**src/rtl/mwc_pkg.sv**
```systemverilog
package mwc_pkg;

  // Delay in accepted samples for tap index idx
  function automatic int tap_delay(input int base, input int step, input int idx);
    return base + idx * step;
  endfunction

  // True when a window total sits within one eighth of either rail
  function automatic logic near_rail(input int total, input int win);
    return ((total * 8) < win) || ((total * 8) > (7 * win));
  endfunction

endpackage

```
**src/rtl/mwc_delay_line.sv**
```systemverilog
module mwc_delay_line #(
  parameter int TAP_BASE = 297,
  parameter int TAP_STEP = 2,
  parameter int NUM_TAPS = 4,
  parameter int SEL_W    = 2
) (
  input  logic             clk,
  input  logic             rst_n,
  input  logic             in_valid,
  input  logic             in_bit,
  input  logic [SEL_W-1:0] tap_idx,
  output logic             primed,
  output logic             delayed_bit
);
  import mwc_pkg::*;

  localparam int MAX_DELAY = tap_delay(TAP_BASE, TAP_STEP, NUM_TAPS - 1);
  localparam int FILL_W    = $clog2(MAX_DELAY + 1);

  logic [MAX_DELAY-1:0] hist_q;
  logic [FILL_W-1:0]    fill_q;
  logic [NUM_TAPS-1:0]  tap_bits;

  assign primed = (fill_q == FILL_W'(MAX_DELAY));

  always_ff @(posedge clk) begin
    if (!rst_n) begin
      hist_q <= '0;
      fill_q <= '0;
    end else if (in_valid) begin
      hist_q <= {hist_q[MAX_DELAY-2:0], in_bit};
      if (!primed) fill_q <= fill_q + 1'b1;
    end
  end

  // hist_q[0] holds the previous accepted bit, so index d-1 is d samples back
  for (genvar g = 0; g < NUM_TAPS; g++) begin : g_tap
    assign tap_bits[g] = hist_q[tap_delay(TAP_BASE, TAP_STEP, g) - 1];
  end

  assign delayed_bit = tap_bits[tap_idx];

  AST_FILL_STAYS_DONE: assert property (@(posedge clk) disable iff (!rst_n)
    primed |=> primed);

endmodule

```
**src/rtl/mwc_window.sv**
```systemverilog
module mwc_window #(
  parameter int WIN_LEN = 136,
  parameter int SEL_W   = 2,
  parameter int CNT_W   = 8
) (
  input  logic             clk,
  input  logic             rst_n,
  input  logic             in_valid,
  input  logic             primed,
  input  logic             mismatch,
  input  logic [SEL_W-1:0] tap_sel_in,
  output logic [SEL_W-1:0] tap_q,
  output logic             close_o,
  output logic [CNT_W-1:0] total_o,
  output logic             res_valid,
  output logic [CNT_W-1:0] res_count
);
  localparam int POS_W = (WIN_LEN > 1) ? $clog2(WIN_LEN) : 1;

  logic [POS_W-1:0] pos_q;
  logic [CNT_W-1:0] acc_q;
  logic             last_slot;

  assign last_slot = (pos_q == POS_W'(WIN_LEN - 1));
  assign total_o   = acc_q + CNT_W'(mismatch);
  assign close_o   = in_valid && primed && last_slot;

  always_ff @(posedge clk) begin
    if (!rst_n) begin
      pos_q     <= '0;
      acc_q     <= '0;
      tap_q     <= '0;
      res_valid <= 1'b0;
      res_count <= '0;
    end else begin
      res_valid <= 1'b0;
      if (in_valid) begin
        if (!primed) begin
          tap_q <= tap_sel_in;
        end else if (last_slot) begin
          res_count <= total_o;
          res_valid <= 1'b1;
          acc_q     <= '0;
          pos_q     <= '0;
          tap_q     <= tap_sel_in;
        end else begin
          acc_q <= total_o;
          pos_q <= pos_q + 1'b1;
        end
      end
    end
  end

  AST_STROBE_SINGLE: assert property (@(posedge clk) disable iff (!rst_n)
    res_valid |=> !res_valid);

  AST_COUNT_BOUND: assert property (@(posedge clk) disable iff (!rst_n)
    res_valid |-> (res_count <= CNT_W'(WIN_LEN)));

  AST_QUIET_WHILE_FILLING: assert property (@(posedge clk) disable iff (!rst_n)
    !primed |=> !res_valid);

endmodule

```
**src/rtl/mwc_rail_flag.sv**
```systemverilog
module mwc_rail_flag #(
  parameter int WIN_LEN = 136,
  parameter int CNT_W   = 8
) (
  input  logic             clk,
  input  logic             rst_n,
  input  logic             load,
  input  logic [CNT_W-1:0] total,
  output logic             flag_q
);
  import mwc_pkg::*;

  always_ff @(posedge clk) begin
    if (!rst_n)    flag_q <= 1'b0;
    else if (load) flag_q <= near_rail(int'(total), WIN_LEN);
    else           flag_q <= 1'b0;
  end

endmodule

```
**src/rtl/mismatch_window_counter.sv**
```systemverilog
module mismatch_window_counter #(
  parameter int TAP_BASE = 297,
  parameter int TAP_STEP = 2,
  parameter int NUM_TAPS = 4,
  parameter int WIN_LEN  = 136,
  parameter int SEL_W    = (NUM_TAPS > 1) ? $clog2(NUM_TAPS) : 1,
  parameter int CNT_W    = $clog2(WIN_LEN + 1)
) (
  input  logic             clk,
  input  logic             rst_n,
  input  logic             bit_valid,
  input  logic             bit_data,
  output logic             bit_ready,
  input  logic [SEL_W-1:0] tap_sel,
  output logic             res_valid,
  output logic [CNT_W-1:0] res_count,
  output logic             res_edge
);
  logic             primed;
  logic             delayed_bit;
  logic [SEL_W-1:0] active_tap;
  logic             win_close;
  logic [CNT_W-1:0] win_total;

  assign bit_ready = 1'b1;

  mwc_delay_line #(
    .TAP_BASE(TAP_BASE), .TAP_STEP(TAP_STEP), .NUM_TAPS(NUM_TAPS), .SEL_W(SEL_W)
  ) u_delay (
    .clk(clk), .rst_n(rst_n), .in_valid(bit_valid), .in_bit(bit_data),
    .tap_idx(active_tap), .primed(primed), .delayed_bit(delayed_bit)
  );

  mwc_window #(
    .WIN_LEN(WIN_LEN), .SEL_W(SEL_W), .CNT_W(CNT_W)
  ) u_window (
    .clk(clk), .rst_n(rst_n), .in_valid(bit_valid), .primed(primed),
    .mismatch(bit_data ^ delayed_bit), .tap_sel_in(tap_sel), .tap_q(active_tap),
    .close_o(win_close), .total_o(win_total),
    .res_valid(res_valid), .res_count(res_count)
  );

  mwc_rail_flag #(
    .WIN_LEN(WIN_LEN), .CNT_W(CNT_W)
  ) u_rail (
    .clk(clk), .rst_n(rst_n), .load(win_close), .total(win_total), .flag_q(res_edge)
  );

  AST_EDGE_ONLY_WITH_RESULT: assert property (@(posedge clk) disable iff (!rst_n)
    res_edge |-> res_valid);

endmodule

```
**config.mk**
```make
export PLATFORM = sky130hd
export DESIGN_NAME = mismatch_window_counter
export DESIGN_NICKNAME = d
export VERILOG_FILES = /design/src/rtl/mwc_pkg.sv /design/src/rtl/mwc_delay_line.sv /design/src/rtl/mwc_window.sv /design/src/rtl/mwc_rail_flag.sv /design/src/rtl/mismatch_window_counter.sv
export SDC_FILE = /design/constraint.sdc
export NUM_CORES = 1
export LEC_CHECK = 0
export CAP_MARGIN = 20
export CELL_PAD_IN_SITES_DETAIL_PLACEMENT = 1
export CELL_PAD_IN_SITES_GLOBAL_PLACEMENT = 2
export CORE_MARGIN = 3
export CORE_UTILIZATION = 35
export DETAILED_ROUTE_END_ITERATION = 10
export PLACE_DENSITY_LB_ADDON = 0.05
export SLEW_MARGIN = 20
export SYNTH_ARGS = -nofsm -noshare
export SYNTH_HDL_FRONTEND = slang
export SYNTH_HIERARCHICAL = 1
export SYNTH_SLANG_ARGS = --single-unit
```
**constraint.sdc**
```tcl
create_clock -name clk -period 7.3 [get_ports clk]
set_clock_uncertainty 0.2 [all_clocks]
set_input_delay 1.095 -clock clk [delete_from_list [all_inputs] [get_ports clk]]
set_output_delay 1.095 -clock clk [all_outputs]
set_load 0.005 [all_outputs]
```
---- Word-level counts from Yosys, hierarchy flattened ----
Cells that the tools add are included.
word-level totals
  register bits ........................... 340
  output and inout port bits .............. 11
  logic and storage cells ................. 35
  input bits .............................. 6
cells by class
  order comparisons ....................... 3
  equality and inequality tests ........... 3
  add/subtract/negate cells ............... 3
  reductions and logical operators ........ 9
  muxes and demuxes ....................... 7
  bitwise logic cells ..................... 2
operators by type and width
  cell                  count
  $mux 8                2
  $gt 11x10->1 const B  1
  $lt 11x8->1 const B   1
  $add 9x1->9 const B   1
  $eq 9x9->1 const B    1
  $add 8x1->8           1
  $add 8x1->8 const B   1
  $eq 8x8->1 const B    1
  $reduce_and 2->1      4
  $reduce_and 3->1      2
  $mux 2                2
  $lt 2x3->1 const B    1
  $bmux 1 s2            1
  $logic_and 1x1->1     2
  $mux 1                2
  $ne 2x2->1 const B    1
  $logic_or 1x1->1      1
  $not 1->1             1
  $xor 1x1->1           1

---- Longest topological paths before layout ----
  depth after elaboration ................. 6
  mapped depth ............................ 9
  depth with buffers taken out ............ 9

---- Modules after synthesis ----
Netlist, hierarchy kept.
modules (own cells, without submodules)
  module                   cells an instance  sequential area each (um^2)  times used  area an instance (um^2)
  mwc_delay_line           1030               6246.0                       1           11141.9
  mwc_window               130                540.5                        1           1169.9
  mwc_rail_flag            5                  20.0                         1           66.3
  mismatch_window_counter  3                  0.0                          1           20.0

---- Worst setup path after synthesis ----
Ideal clock, no wire load.
  kind .................................... input -> register
  from .................................... input bit_data
  to ...................................... register u_rail.flag_q
  buffers on the path ..................... 0
  setup time .............................. 0.117 ns
  data arrival time ....................... 2.466 ns
  slack ................................... 4.516 ns
  stages .................................. 8
  data required time ...................... 6.983 ns
  path through ............................ xor2_1 ha_1 ha_1 nand3_1 xor2_1 inv_1 a41o_1 a32o_1
between the ends
  longest elaborated chain between the ends .. 4
  elaborated cells between the ends (all ways) .. 5
  classes of those cells .................. add/sub: 1; order compare: 2; bitwise: 1; reduce/logical: 1
ends and longest elaborated chain
  what                                         line                           text
  start, declared                              mismatch_window_counter.sv:12  input logic bit_data,
  $xor 1x1->1 (*)                              mismatch_window_counter.sv:38  .mismatch(bit_data ^ delayed_bit), .tap_sel_in(tap_sel), .tap_q(active_tap),
  $add 8x1->8 (*)                              mwc_window.sv:25               assign total_o = acc_q + CNT_W'(mismatch);
  named net win_total[6]                       mismatch_window_counter.sv:23  logic [CNT_W-1:0] win_total;
  $lt 11x8->1 or $gt 11x10->1 (tied branches)  mwc_pkg.sv:10                  return ((total * 8) < win) || ((total * 8) > (7 * win));
  $logic_or 1x1->1 (*)                         mwc_pkg.sv:10
  end signal, assigned                         mwc_rail_flag.sv:15            else if (load) flag_q <= near_rail(int'(total), WIN_LEN);
  end, declared                                mwc_rail_flag.sv:9             output logic flag_q
Mark *: on every way through the listed nets, which the timed path passes. The rest lies on a longest branch.
A chain may end at the register's enable or synchronous reset.

---- Worst setup path in the final report ----
  from .................................... input rst_n
  to ...................................... register u_delay.hist_q[32]
RTL lines
  what                  line                           text
  start, declared       mismatch_window_counter.sv:10  input logic rst_n,
  end signal, assigned  mwc_delay_line.sv:31           hist_q <= {hist_q[MAX_DELAY-2:0], in_bit};
  end, declared         mwc_delay_line.sv:20           logic [MAX_DELAY-1:0] hist_q;
No word-level cell between the ends.

==> flow_metrics.py <==
metrics = {
    "status": {
        "outcome": "complete, no violations",
    },
    "route": {
        "drc": 0,
        "drt_first_pass_iters": 4,
        "via_per_inst": 4.67,
        "vias": 7632,
        "drt_iter0_markers": 232,
        "wl_per_cell_um": 13.1,
        "wl_mm": 21.3,
        "ant_nets": 0,
    },
    "synthesis": {
        "synth_area_mm2": 0.0124,
        "synthCells": 1168,
        "synth_top_area_cell": "dfxtp_1",
        "synth_edf_count": 0,
        "synthTopCellsByCount": "dfxtp_1, nor2_1, mux2i_1",
        "syn_nets": 1178,
        "ys_warn_count": 6,
        "synth.area.top_cells": "dfxtp_1, mux2i_1, nor2_1",
        "ys.flop_type": "dfxtp_1",
        "syn_avg_cell_area_um2": 10.6,
        "ys_seq_elements": 340,
        "synth.most_common_cell": "dfxtp_1",
        "ys_seq_area_share_pct": 54.9,
        "synthArstFlopShare_pct": 0,
        "yosysUniqueCellTypes": 50,
        "netlist.area_leader.share_pct": 54.9,
    },
    "floorplan": {
        "ios": 17,
        "die-width_um": 194,
        "initial_utilization_pct": 35.7,
        "rows": 68,
        "core_mm2": 0.0347,
        "die_y_um": 194,
        "dieArea_mm2": 0.0377,
    },
    "placed_design": {
        "dp_hpwl_mm": 11.8,
        "dp_slack_ps": 3460,
        "portBuffers": 15,
        "place_congestion": 0.684,
        "placed_cells_incl_taps": 1570,
        "placed_cell_area_mm2": 0.0127,
    },
    "grt": {
        "grt.total_usage_pct": 11.2,
        "antenna_found_initial": 0,
        "grt_max_degree": 173,
        "overflow": 0,
        "grt_pass1_wl_mm": 36.5,
        "first_global_vias": 7660,
    },
    "clock_tree": {
        "clock-sinks": 340,
        "clock_latency_ps": 520,
        "cts.clk_slew.worst_paths_ps": 50,
        "cts_setup_buffers": 0,
        "clockBufferDepth": 3,
        "cts_root_buffer": "clkbuf_16",
        "cts_resized": 0,
        "cts_made_buffers": 40,
        "hold_buffers": 0,
        "cts_tree": "done",
        "ctsHtreeMaxLevel": 2,
    },
    "critical_path": {
        "end_kind": "flop",
        "slowest_delay_ps": 730,
        "path_class": "primary input to flop",
        "worstPathArrival_ps": 3440,
        "cpMostUsedCell": "buf_4",
        "cp_max_fo": 172,
        "r2r-end": "u_rail/flag_q",
        "slowest_stage": "buf_4",
        "rrSetupSlack_ps": 4510,
        "cp.required_ps": 7470,
        "crit_chain": "clkdlybuf4s50_1 -> buf_4 -> inv_8 -> buf_4 -> nor2_1",
        "cp-start-kind": "primary input",
        "worst-path-buf-inv": 4,
        "r2r_start": "u_window/tap_q[0]",
        "ff2ff_path_depth": 9,
        "path_delay_family": "buffers and inverters",
    },
    "final_layout": {
        "drive_above_1_share_pct": 6.03,
        "diodes": 0,
        "num-nets-final": 1167,
        "final_area_mm2": 0.0140,
        "n_fill_cell": 3813,
        "area_growth_pct": 12.5,
        "layout.cells.non_filler": 1633,
    },
    "sta": {
        "post-route-period-util_pct": 44.8,
        "maxSlewViolCount": 0,
        "finalSetupViolations": 0,
        "setup-tns-final_ps": 0,
        "slew_headroom_pct": 34.8,
        "post-route-min-period_ps": 3270,
        "max_clock_freq_mhz": 306,
        "setup_slack_ps": 4030,
        "hold_viol_final": 0,
        "grt_setup_unrepaired": "no",
        "tightest_slew_ps": 978,
    },
    "min_path": {
        "worstHoldPathCells": 1,
        "worstHoldEndpoint": "u_window/res_count[7]",
        "hp-start": "u_window/res_count[7]",
        "worstHoldPathType": "flop to flop",
    },
    "flow_run": {
        "cap_violations": 0,
    },
    "power_and_ir_drop": {
        "cellPowerDensity_mw_per_mm2": 274,
        "peakVddDrop_v": 0.000188,
        "p_leak_nw": 6.00,
    },
}
==> routing by layer <==
metal / GRT usage [%] / vias to the layer above / routed length (µm)
met2: 18.9 / 56 / 9790
met1: 13.9 / 3643 / 10300
met3: 2.64 / 47 / 669
met4: 4.12 / 0 / 579
met5: 0 / - / 0
li1: - / 3886 / -
==> report_power, final <==
part	leakage (nW)	switching [W]	internal [W]
Combinational	2.67	0.0000759	0.0000440
Sequential	2.74	0.00000200	0.00186
Clock	0.589	0.000721	0.00111
Total	6.00	0.000799	0.00302
==> layout by cell type, fill, tap and decap left out, types with 5 or more instances in the layout <==
cell,instances
mux2i_1,309
clkbuf_8,6
nand2_1,28
nor2_1,312
dfxtp_1,340
inv_1,7
and2_1,7
clkdlybuf4s50_1,14
nand3_1,11
xnor2_1,9
o21ai_0,10
clkbuf_1,9
clkbuf_16,41
a22o_1,5
==> state kept, by name (all words and copies together), names as in the netlist <==
name	count
u_delay/fill_q	9
u_delay/hist_q	303
u_rail/flag_q	1
u_window/acc_q	8
u_window/pos_q	8
u_window/res_count	8
u_window/res_valid	1
u_window/tap_q	2
==> how the worst max path moves through the flow <==
| stage | start | to | slack, ps | cells after the start |
|---|---|---|---|---|
| global placement | rst_n | u_delay/hist_q[21] | 3470 | 5 |
| detailed placement | rst_n | u_delay/hist_q[47] | 3460 | 5 |
| finish | rst_n | u_delay/hist_q[32] | 4030 | 5 |
| floorplan | bit_data | u_rail/flag_q | 4520 | 8 |
| global route | rst_n | u_delay/hist_q[43] | 3820 | 5 |
| CTS | rst_n | u_delay/hist_q[174] | 4020 | 5 |
==> final cells by class <==
type	instances	area, µm²	share of cell area, %
timing repair buffer	20	218	1.56
sequential	340	6810	48.8
inverter	9	41.3	0.296
clock inverter	7	65.1	0.466
multi-input combinational	746	5110	36.6
clock buffer	56	1140	8.19
tap	455	569	4.08
==> through the flow <==
step	hold slack (ps)	util [%]	power (W)
after floorplan	243	-	0.00201
after global placement	254	36.7	0.00203
after detailed placement	256	36.7	0.00202
after CTS	272	40.2	0.00391
after global routing	298	40.2	0.00400
final	266	40.2	0.00382
==> logic make-up (layout without fill, tap and decap cells) <==
kind of cell	count (synthesis)	in the layout	share of synthesized area (%)
AND/OR/NAND/NOR	383	383	12.7
flip-flops	340	340	54.9
multiplexers	310	310	25.1
buffers and inverters	82	92	3.89
AO/OA/AOI/OAI	35	35	2.01
XOR/XNOR	13	13	0.918
adder cells (fa/ha/maj)	4	4	0.404
other	1	1	0.0302
No activity file was read; power rests on OpenSTA's default activity.
